**src/rtl/lcd_ctrl_cmd.sv**
```systemverilog
module lcd_ctrl_cmd #(
  parameter int unsigned CLK_HZ    = 50_000_000,
  parameter int unsigned SETTLE_MS = 50
) (
  input  logic       clk,
  input  logic       rst_n,
  input  logic       req_contrast,
  input  logic [7:0] contrast_level,
  input  logic       req_sleep,
  input  logic       req_wake,
  output logic       busy,
  output logic       lcd_cs_n,
  output logic       lcd_a0,
  output logic       tx_valid,
  output logic [7:0] tx_byte,
  input  logic       tx_done
);
  localparam int unsigned WAIT_RAW = (CLK_HZ / 1000) * SETTLE_MS;
  localparam int unsigned WAIT_CYC = (WAIT_RAW < 1) ? 1 : WAIT_RAW;
  localparam int unsigned CW       = $clog2(WAIT_CYC + 1);

  typedef enum logic [1:0] {S_IDLE, S_SETUP, S_SEND, S_HOLD} state_t;
  state_t state;

  logic       pend_w, pend_s, pend_c;
  logic [5:0] pend_lvl;
  logic [7:0] seq [3];
  logic [1:0] idx, last_idx;
  logic       job_wake;
  logic [CW-1:0] hold_cnt;

  wire take     = (state == S_IDLE) && (pend_w || pend_s || pend_c);
  wire byte_end = (state == S_SEND) && tx_done;
  wire last_end = byte_end && (idx == last_idx);

  assign busy     = (state != S_IDLE) || pend_w || pend_s || pend_c;
  assign lcd_cs_n = (state == S_IDLE);
  assign lcd_a0   = 1'b0;
  assign tx_valid = (state == S_SEND);
  assign tx_byte  = seq[idx];

  always_ff @(posedge clk or negedge rst_n) begin
    if (!rst_n) begin
      pend_w   <= 1'b0;
      pend_s   <= 1'b0;
      pend_c   <= 1'b0;
      pend_lvl <= '0;
    end else begin
      if (take) begin
        if (pend_w)      pend_w <= 1'b0;
        else if (pend_s) pend_s <= 1'b0;
        else             pend_c <= 1'b0;
      end
      if (req_wake)  pend_w <= 1'b1;
      if (req_sleep) pend_s <= 1'b1;
      if (req_contrast) begin
        pend_c   <= 1'b1;
        pend_lvl <= contrast_level[7:2];
      end
    end
  end

  always_ff @(posedge clk or negedge rst_n) begin
    if (!rst_n) begin
      state    <= S_IDLE;
      idx      <= '0;
      last_idx <= '0;
      job_wake <= 1'b0;
      hold_cnt <= '0;
      seq[0]   <= '0;
      seq[1]   <= '0;
      seq[2]   <= '0;
    end else begin
      case (state)
        S_IDLE: if (take) begin
          state <= S_SETUP;
          idx   <= '0;
          if (pend_w) begin
            seq[0] <= 8'hA4; seq[1] <= 8'hAF; seq[2] <= 8'h00;
            last_idx <= 2'd1; job_wake <= 1'b1;
          end else if (pend_s) begin
            seq[0] <= 8'hAC; seq[1] <= 8'hAE; seq[2] <= 8'hA5;
            last_idx <= 2'd2; job_wake <= 1'b0;
          end else begin
            seq[0] <= 8'h81; seq[1] <= {2'b00, pend_lvl}; seq[2] <= 8'h00;
            last_idx <= 2'd1; job_wake <= 1'b0;
          end
        end
        S_SETUP: state <= S_SEND;
        S_SEND: if (byte_end) begin
          if (idx == last_idx) begin
            state    <= job_wake ? S_HOLD : S_IDLE;
            hold_cnt <= '0;
          end else begin
            idx <= idx + 2'd1;
          end
        end
        S_HOLD: begin
          if (hold_cnt == CW'(WAIT_CYC - 1)) state <= S_IDLE;
          else hold_cnt <= hold_cnt + 1'b1;
        end
        default: state <= S_IDLE;
      endcase
    end
  end


  cs_during_tx_chk: assert property (@(posedge clk) disable iff (!rst_n)
    tx_valid |-> !lcd_cs_n);


  byte_hold_chk: assert property (@(posedge clk) disable iff (!rst_n)
    (tx_valid && !tx_done) |=> (tx_valid && $stable(tx_byte)));


  idle_cs_chk: assert property (@(posedge clk) disable iff (!rst_n)
    !busy |-> lcd_cs_n);


  strobe_busy_chk: assert property (@(posedge clk) disable iff (!rst_n)
    (req_wake || req_sleep || req_contrast) |=> busy);


  wake_hold_chk: assert property (@(posedge clk) disable iff (!rst_n)
    (last_end && job_wake) |=> (state == S_HOLD && !lcd_cs_n && busy));
endmodule

```
**config.mk**
```make
export PLATFORM = sky130hd
export DESIGN_NAME = lcd_ctrl_cmd
export DESIGN_NICKNAME = d
export VERILOG_FILES = /design/src/rtl/lcd_ctrl_cmd.sv
export SDC_FILE = /design/constraint.sdc
export NUM_CORES = 1
export LEC_CHECK = 0
export CORE_MARGIN = 8
export CORE_UTILIZATION = 40
export CTS_CLUSTER_DIAMETER = 150
export DETAILED_ROUTE_END_ITERATION = 16
export PLACE_DENSITY = 0.67
export SLEW_MARGIN = 20
export SYNTH_ARGS = -nofsm -noshare
export SYNTH_HDL_FRONTEND = slang
export SYNTH_SLANG_ARGS = --single-unit
```
**constraint.sdc**
```tcl
create_clock -name clk -period 2.1 [get_ports clk]
set_clock_uncertainty 0.05 [all_clocks]
set_input_delay 0.315 -clock clk [delete_from_list [all_inputs] [get_ports clk]]
set_output_delay 0.315 -clock clk [all_outputs]
set_load 0.05 [all_outputs]
```
==> out/qor.txt, run 1 <==
crit end category: primary output
Sequential Power Share: 56.0%
status: complete, no violations
GRT Resource Usage Total: 12.2%
root buffer cell: clkbuf_8
Die H: 93.5 um
Bufs on Longest Clock Path: 2
total power draw: 1.64 mW
slew margin rel.: 63.2%
routed vias: 1,814
P&R area growth vs syn: 16.7%
Slew @ Worst Pin: 552 ps
Final period util: 94.2%
Syn Inst Count: 243
Setup crit end: busy
Setup WS pre-CTS: 310 ps
Largest stage delay, worst path: 550 ps
crit path cell chain: nor2_4 -> nand2_1 -> or2_2 -> buf_4
# fillers: 553
R2R Setup Slk: 300 ps
Lkg Pwr: 1.32 nW
initial core utilization: 41.0%
worst skew pair latency: 300 ps
Worst R2R Start: state[1]
worst setup margin: 123 ps
crit path max fanout: 10
# IOs: 26
RePlAce Congestion: 0.794
mapped cell area: 2400 um2
fraction of layout cells with a size suffix above 1: 14.3%
placed insts: 332
via/cell ratio: 5.34
Synth warnings: 0
worst path arrival time: 1610 ps
Synth cell types: 51
placed inst area: 2680 um2
commonest non-fill, non-tap cell in the layout: dfrtp_1
initial antenna violation count: 0
Pint: 1.30 mW
Detail Route Antenna Nets: 0
number of max-cap violations: 0
Final Slew Violations: 0
Reg-to-Reg End: hold_cnt[14]
post-CTS setup buffers: 0
R2R depth: 4
setup TNS: 0 ps
fmax: 506 MHz
final count of negative-setup-slack endpoints: 0
drt initial violations: 74
most frequent cells in the layout: dfrtp_1, nand2_1, nand3_1
family with the most delay on the worst path: simple AND/OR/NAND/NOR gates
Worst VDD drop: 0.000310 V
Hold Path Class: register to register
number of synthesized register bits: 47
DIE WIDTH: 93.5 um
post-synthesis async set-or-reset flop share: 100%
diodes inserted: 0
Avg WL per Cell: 14.4 um
register area share after synthesis: 49.0%
CTS tree: done
Buf+Inv Stages, Crit Path: 1
clock-pin slew on the worst setup and hold paths: 80 ps
Crit. path cell count: 4
# DRC: 0
clock share of power: 40.0%
WP data required: 1740 ps
number of buffers created by CTS: 5
row count: 28
clock sinks: 47
ys flop type: dfrtp_1
fin crit period: 1980 ps
total wire length: 4880 um
Pre-antenna DRT Iters: 4
first-pass GRT wire length: 8720 um
final-stage net count: 280
GR Overflow Total: 0
die area: 8730 um2
net switching fraction of the power: 21.2%
Fin. Hold Viols: 0
critical path type: register to primary output
Critical-path top delay cell: dfrtp_1
Syn Area/Cell: 9.88 um2
Post-synth EDFFs: 0
H-tree Lvls: 2
type of origin of the critical path: register
Port Buffer Count: 21
placeable core area: 5850 um2
RSZ-0062 raised after global routing: false
vias in the first global route: 1,844
pin count of the biggest net entering global routing: 26
Hold Slack: 423 ps
Post-Layout Cell Count: 340
Setup crit start: state[1]
Finished Cell Area: 2800 um2
pwr/cell area: 587 nW/um2
hpwl dp: 3680 um
fin util: 47.9%
Comb pwr share: 4.0%
P_sw: 348 uW
[repair_timing]
item / CTS / global route
hold buffers: 1 / 0
resized for setup: 0 / 0
hold endpoints to repair: 23 / 0
[worst reg2reg max path, delay by kind of cell, from the launching register on]
kind,cells,cell delay [ps]
mux,1,140
flops,1,630
simple gates,3,880
[per-layer routing]
metal,global-route usage [%],up-vias,part of all wire [%]
li1,-,903,-
met1,15.9,871,48
met2,19.2,31,48
met3,2.48,9,3.1
met4,4.97,0,1.7
met5,0,-,0
[sequential cells by signal, indices dropped and copies added, names as in the netlist]
name and flops:
hold_cnt 22, idx 2, job_wake 1, last_idx 1, pend_c 1, pend_lvl 6
pend_s 1, pend_w 1, seq 10, state 2
[synth_stat cells, types with 2 or more instances]
cell type	instances	area share [%]
o31ai_1	2	0.63
and3_1	9	2.3
mux2_2	6	2.8
o21a_1	2	0.63
or3_1	2	0.52
nand2b_1	4	1.0
nor2_1	7	1.1
nand3_1	18	3.8
buf_2	4	0.83
buf_4	4	1.3
clkbuf_1	2	0.31
o21ai_0	17	3.5
a21oi_1	5	1.0
dfrtp_1	47	49
inv_1	6	0.94
nand2_1	39	6.1
o211ai_1	2	0.63
nand4_1	12	3.1
nor4_1	2	0.52
buf_6	2	0.94
and4_1	2	0.73
nor3_1	2	0.42
and2_1	3	0.78
mux2i_1	17	7.1
[cells by family after synthesis]
| logic type | count (synthesis) | share of synthesized area (%) |
|---|---|---|
| buffers and inverters | 21 | 4.80 |
| adders and majority gates | 1 | 0.521 |
| muxes | 23 | 9.91 |
| DFF | 47 | 49.0 |
| xor gates and xnor gates | 2 | 1.04 |
| and+or+nand+nor | 110 | 24.5 |
| other | 1 | 0.156 |
| AOI/OAI and AO/OA | 38 | 10.1 |
[power groups by stage]
stage / Clock [mW] / Combinational (mW) / Sequential (mW)
after floorplan: 0 / 0.0263 / 0.938
after global placement: 0 / 0.0647 / 0.939
after detailed placement: 0 / 0.0664 / 0.939
after CTS: 0.667 / 0.0679 / 0.921
after global routing: 0.700 / 0.0741 / 0.923
final: 0.657 / 0.0658 / 0.921
[final cells by class]
class                      instances  area, um2  area share [%]
inverter                           7       26.3           0.938
clock inverter                     2       37.5            1.34
sequential                        47       1180            42.0
clock buffer                       5       68.8            2.46
timing repair buffer              28        285            10.2
multi-input combinational        176       1110            39.7
tap                               75       93.8            3.35
[how the worst min path moves through the flow]
stage | startpoint | to | cells past startpoint
after floorplan | rst_n | hold_cnt[0] | 0
after global placement | rst_n | pend_lvl[5] | 1
after detailed placement | rst_n | seq[10] | 1
after CTS | seq[12] | seq[12] | 2
after global routing | seq[12] | seq[12] | 2
final | seq[23] | seq[23] | 1
Power figures use the tool's default switching activity.
==> run 2, diff against run 1 <==
--- a/config.mk
+++ b/config.mk
@@ -5,11 +5,13 @@
 export SDC_FILE = /design/constraint.sdc
 export NUM_CORES = 1
 export LEC_CHECK = 0
+export CAP_MARGIN = 10
 export CORE_MARGIN = 8
 export CORE_UTILIZATION = 40
 export CTS_CLUSTER_DIAMETER = 150
 export DETAILED_ROUTE_END_ITERATION = 16
 export PLACE_DENSITY = 0.67
+export RECOVER_POWER = 100
 export SLEW_MARGIN = 20
 export SYNTH_ARGS = -nofsm -noshare
 export SYNTH_HDL_FRONTEND = slang
==> out/qor.txt, run 2 (synthesis results as in run 1) <==
status: complete, no violations
row count: 28 (unchanged)
largest reg by FF count: hold_cnt
WHS Endpoint: seq[23]
fmax: 513 MHz (+1.4%)
Slew @ Worst Pin: 1310 ps (+758 ps)
Pre-antenna DRT Iters: 4 (unchanged)
RePlAce Congestion: 0.794 (unchanged)
R2R depth: 4 (unchanged)
max FFs per register: 22 (unchanged)
slew margin rel.: 12.7% (-51 points)
Post-CTS Hold Buffers: 1 (unchanged)
placed inst area: 2680 um2 (unchanged)
# IOs: 26 (unchanged)
Fin. Hold Viols: 0 (unchanged)
met2 Use GR: 19.2% (unchanged)
crit end category: primary output
GR Overflow Total: 0 (unchanged)
pin count of the biggest net entering global routing: 26 (unchanged)
WP data required: 1740 ps (about the same)
post_cts resized: 0 (unchanged)
Worst R2R Start: hold_cnt[9]
met1 usage in global routing: 15.9% (unchanged)
crit path cell chain: nor2_4 -> nand2_1 -> or2_2 -> buf_2
Critical-path top delay cell: dfrtp_1
Avg WL per Cell: 14.3 um (-0.12%)
clock-pin slew on the worst setup and hold paths: 80 ps (about the same)
GRT Resource Usage Total: 12.2% (unchanged)
Bufs on Longest Clock Path: 2 (unchanged)
Largest regs: hold_cnt: 22 flops, seq: 10 flops, pend_lvl: 6 flops
type of origin of the critical path: register
Largest stage delay, worst path: 520 ps (-30 ps)
Worst VDD drop: 0.000310 V (+0.14%)
drt initial violations: 84 (+14%)
total wire length: 4880 um (-0.12%)
hpwl dp: 3680 um (unchanged)
setup TNS: 0 ps (unchanged)
number of buffers created by CTS: 5 (unchanged)
Finished Cell Area: 2760 um2 (-1.4%)
H-tree Lvls: 2 (unchanged)
Lkg Pwr: 1.29 nW (-2.5%)
root buffer cell: clkbuf_8
Port Buffer Count: 21 (unchanged)
GR Util met3: 2.48% (unchanged)
RSZ-0062 raised after global routing: false
pwr/cell area: 595 nW/um2 (+1.4%)
hold_sp: seq[23]
Die H: 93.5 um (unchanged)
placeable core area: 5850 um2 (unchanged)
fin util: 47.2% (-0.68 points)
die area: 8730 um2 (unchanged)
post-CTS setup buffers: 0 (unchanged)
P&R area growth vs syn: 15.0%
Final Slew Violations: 0 (unchanged)
crit path max fanout: 10 (unchanged)
Final period util: 92.8% (-1.3 points)
commonest non-fill, non-tap cell in the layout: dfrtp_1
worst path arrival time: 1580 ps (-30 ps)
Hold Path Depth: 1 (unchanged)
Reg-to-Reg End: hold_cnt[1]
worst skew pair latency: 300 ps (about the same)
via/cell ratio: 5.37 (+0.66%)
fraction of layout cells with a size suffix above 1: 11.7% (-2.6 points)
number of max-cap violations: 0 (unchanged)
DIE WIDTH: 93.5 um (unchanged)
fin crit period: 1950 ps (-27.5 ps)
CTS tree: done
first-pass GRT wire length: 8720 um (unchanged)
final-stage net count: 280 (unchanged)
critical path type: register to primary output
clock sinks: 47 (unchanged)
initial antenna violation count: 0 (unchanged)
routed vias: 1,826 (+0.66%)
Hold Path Class: register to register
R2R Setup Slk: 200 ps (-100 ps)
final count of negative-setup-slack endpoints: 0 (unchanged)
# DRC: 0 (unchanged)
Detail Route Antenna Nets: 0 (unchanged)
GR peak layer: met2
Setup crit start: state[1]
most frequent cells in the layout: dfrtp_1, nand2_1, nand3_1
initial core utilization: 41.0% (unchanged)
diodes inserted: 0 (unchanged)
vias in the first global route: 1,844 (unchanged)
-- run 2: per-layer routing --
| layer | vias to the layer above | part of all wire (%) | wire (um) |
|---|---|---|---|
| met2 | 31 | 47 | 2320 |
| met5 | - | 0 | 0 |
| met1 | 882 | 48 | 2330 |
| met4 | 0 | 1.7 | 84 |
| met3 | 9 | 3.0 | 148 |
| li1 | 904 | - | - |
-- run 2: area by class of cell --
class,count,area (um2)
inverters,7,26.3
well taps,75,93.8
clock buffers,5,68.8
multi-input cells,176,1100
flip-flops and latches,47,1180
clock inverters,2,37.5
fillers,564,3090
repair buffers,28,258
-- run 2: report_power, final --
part	internal [mW]	switching, mW
clock network	0.348	0.308
logic	0.0310	0.0342
registers	0.916	0.00547
-- run 2: how the worst max path moves through the flow --
| stage | endpoint | slack, ps |
|---|---|---|
| global placement | hold_cnt[16] | 330 |
| detailed placement | hold_cnt[14] | 310 |
| finish | busy | 150 |
| global route | hold_cnt[0] | 30 |
| CTS | busy | 120 |
| floorplan | tx_byte[2] | 210 |
-- run 2: worst max-delay path: cells and delay by family (launching register included) --
family	cells	cell delay [ps]
and+or+nand+nor	3	550
buffers and inverters	1	210
DFF	1	520
-- run 2: metrics by stage --
stage	hold WS, ps	power [mW]	worst slack, ps	instances
2_1_floorplan	-30.6	0.964	206	244
3_3_place_gp	283	1.00	334	332
3_5_place_dp	282	1.01	310	332
4_1_cts	425	1.66	119	340
5_1_grt	448	1.70	34.9	340
6_report	424	1.64	150	340
==> run 3, diff against run 2 <==
--- a/config.mk
+++ b/config.mk
@@ -6,11 +6,11 @@
 export NUM_CORES = 1
 export LEC_CHECK = 0
 export CAP_MARGIN = 10
-export CORE_MARGIN = 8
-export CORE_UTILIZATION = 40
+export CORE_MARGIN = 2
+export CORE_UTILIZATION = 45
 export CTS_CLUSTER_DIAMETER = 150
 export DETAILED_ROUTE_END_ITERATION = 16
-export PLACE_DENSITY = 0.67
+export PLACE_DENSITY = 0.73
 export RECOVER_POWER = 100
 export SLEW_MARGIN = 20
 export SYNTH_ARGS = -nofsm -noshare
==> out/qor.txt, run 3 (synthesis results as in run 1) <==
Hold Slack: 419 ps (-4.87 ps)
root buffer cell: clkbuf_8
WP data required: 1740 ps (about the same)
placeable core area: 5140 um2 (-12%)
row count: 26 (-7.1%)
Pre-antenna DRT Iters: 4 (unchanged)
max FFs per register: 22 (unchanged)
P&R area growth vs syn: 15.3%
# DRC: 0 (unchanged)
Reg area: 1180 um2 (unchanged)
crit end category: primary output
Detail Route Antenna Nets: 0 (unchanged)
fin crit period: 1950 ps (-2.24 ps)
Slew @ Worst Pin: 1270 ps (-37.2 ps)
total power draw: 1.65 mW (+0.52%)
most frequent cells in the layout: dfrtp_1, nand2_1, nand3_1
number of buffers created by CTS: 5 (unchanged)
met1 usage in global routing: 24.7% (+8.9 points)
R2R depth: 4 (unchanged)
# IOs: 26 (unchanged)
diodes inserted: 0 (unchanged)
initial antenna violation count: 0 (unchanged)
total wire length: 4680 um (-4.0%)
clock-pin slew on the worst setup and hold paths: 90 ps (about the same)
final-stage net count: 283 (+1.1%)
Die H: 77.0 um (-18%)
post-CTS setup buffers: 0 (unchanged)
Final period util: 92.7% (-0.11 points)
Hold Path Depth: 2 (+1)
first-pass GRT wire length: 8450 um (-3.1%)
commonest non-fill, non-tap cell in the layout: dfrtp_1
routed vias: 1,838 (+0.66%)
worst path arrival time: 1580 ps (about the same)
GR Overflow Total: 0 (unchanged)
via/cell ratio: 5.42 (+0.95%)
largest reg by FF count: hold_cnt
pin count of the biggest net entering global routing: 24 (-7.7%)
Largest regs: hold_cnt: 22 flops, seq: 10 flops, pend_lvl: 6 flops
setup TNS: 0 ps (unchanged)
Hold Path Class: register to register
initial core utilization: 46.7% (+5.7 points)
hpwl dp: 3530 um (-4.2%)
placed insts: 330 (-0.60%)
Bufs on Longest Clock Path: 2 (unchanged)
placed inst area: 2700 um2 (+0.61%)
GR peak layer: met2
Worst VDD drop: 0.000367 V (+18%)
met2 Use GR: 26.7% (+7.5 points)
crit path max fanout: 7 (-3)
# fillers: 507 (-10%)
critical path type: register to primary output
clock sinks: 47 (unchanged)
RSZ-0062 raised after global routing: false
status: complete, no violations
pwr/cell area: 597 nW/um2 (+0.29%)
Finished Cell Area: 2770 um2 (+0.23%)
RePlAce Congestion: 0.792 (-0.31%)
fmax: 513 MHz (+0.12%)
Post-Layout Cell Count: 339 (-0.29%)
drt initial violations: 204 (+140%)
Fin. Hold Viols: 0 (unchanged)
Final Slew Violations: 0 (unchanged)
number of max-cap violations: 0 (unchanged)
die area: 5930 um2 (-32%)
worst skew pair latency: 300 ps (about the same)
GR Util met3: 3.18% (+0.69 points)
fraction of layout cells with a size suffix above 1: 13.4% (+1.7 points)
type of origin of the critical path: register
H-tree Lvls: 2 (unchanged)
final count of negative-setup-slack endpoints: 0 (unchanged)
slew margin rel.: 15.2% (+2.5 points)
area occupied by multi-input gates: 1100 um2 (+0.46%)
CTS tree: done
vias in the first global route: 1,821 (-1.2%)
Avg WL per Cell: 13.8 um (-3.7%)
GRT Resource Usage Total: 17.4% (+5.3 points)
Lkg Pwr: 1.31 nW (+1.7%)
DIE WIDTH: 77.0 um (-18%)
Port Buffer Count: 21 (unchanged)
==> run 3: layer usage <==
metal  part of all wire, %  up-vias
met5                     0        -
met4                   1.7        0
met3                   3.0        9
met2                    47       36
met1                    48      881
li1                      -      912
==> run 3: where the power goes <==
| part | internal [mW] | leakage [nW] | switching, mW |
|---|---|---|---|
| logic | 0.0304 | 0.658 | 0.0340 |
| registers | 0.916 | 0.597 | 0.00519 |
| clock network | 0.355 | 0.0581 | 0.312 |
==> run 3: area by class of cell <==
cell class | instances | share of cell area, %
Inverter | 7 | 0.950
Clock inverter | 3 | 1.58
Tap cell | 70 | 3.17
Multi-Input combinational cell | 176 | 39.9
Clock buffer | 5 | 2.49
Sequential cell | 47 | 42.5
Timing Repair Buffer | 31 | 9.36
==> run 3: worst paths after layout <==
path,start,endpoint,slack [ps]
max,state[1],busy,150
min,seq[9],seq[9],420
max reg2reg,idx[1],hold_cnt[3],270
min reg2reg,seq[9],seq[9],420
max in group asynchronous,rst_n,hold_cnt[18],310
min in group asynchronous,rst_n,pend_lvl[5],750
==> run 3: what timing repair did <==
| item | 4_1_cts | 5_1_grt |
|---|---|---|
| endpoints found under the hold margin | 21 | 0 |
| gates resized for setup | 0 | 0 |
| hold buffers | 1 | 0 |
==> run 3: through the flow <==
stage | setup slack, ps | utilization (%)
global placement | 406 | 52.5
detailed placement | 389 | 52.5
finish | 153 | 53.8
CTS | 157 | 54.9
floorplan | 206 | -
global route | 43.1 | 53.8
==> run 3: worst max-delay path, stage by stage (launching register included) <==
cell and delay (ps):
dfrtp_1 500, nor2_4 210, nand2_1 90, or2_2 270, clkbuf_4 210
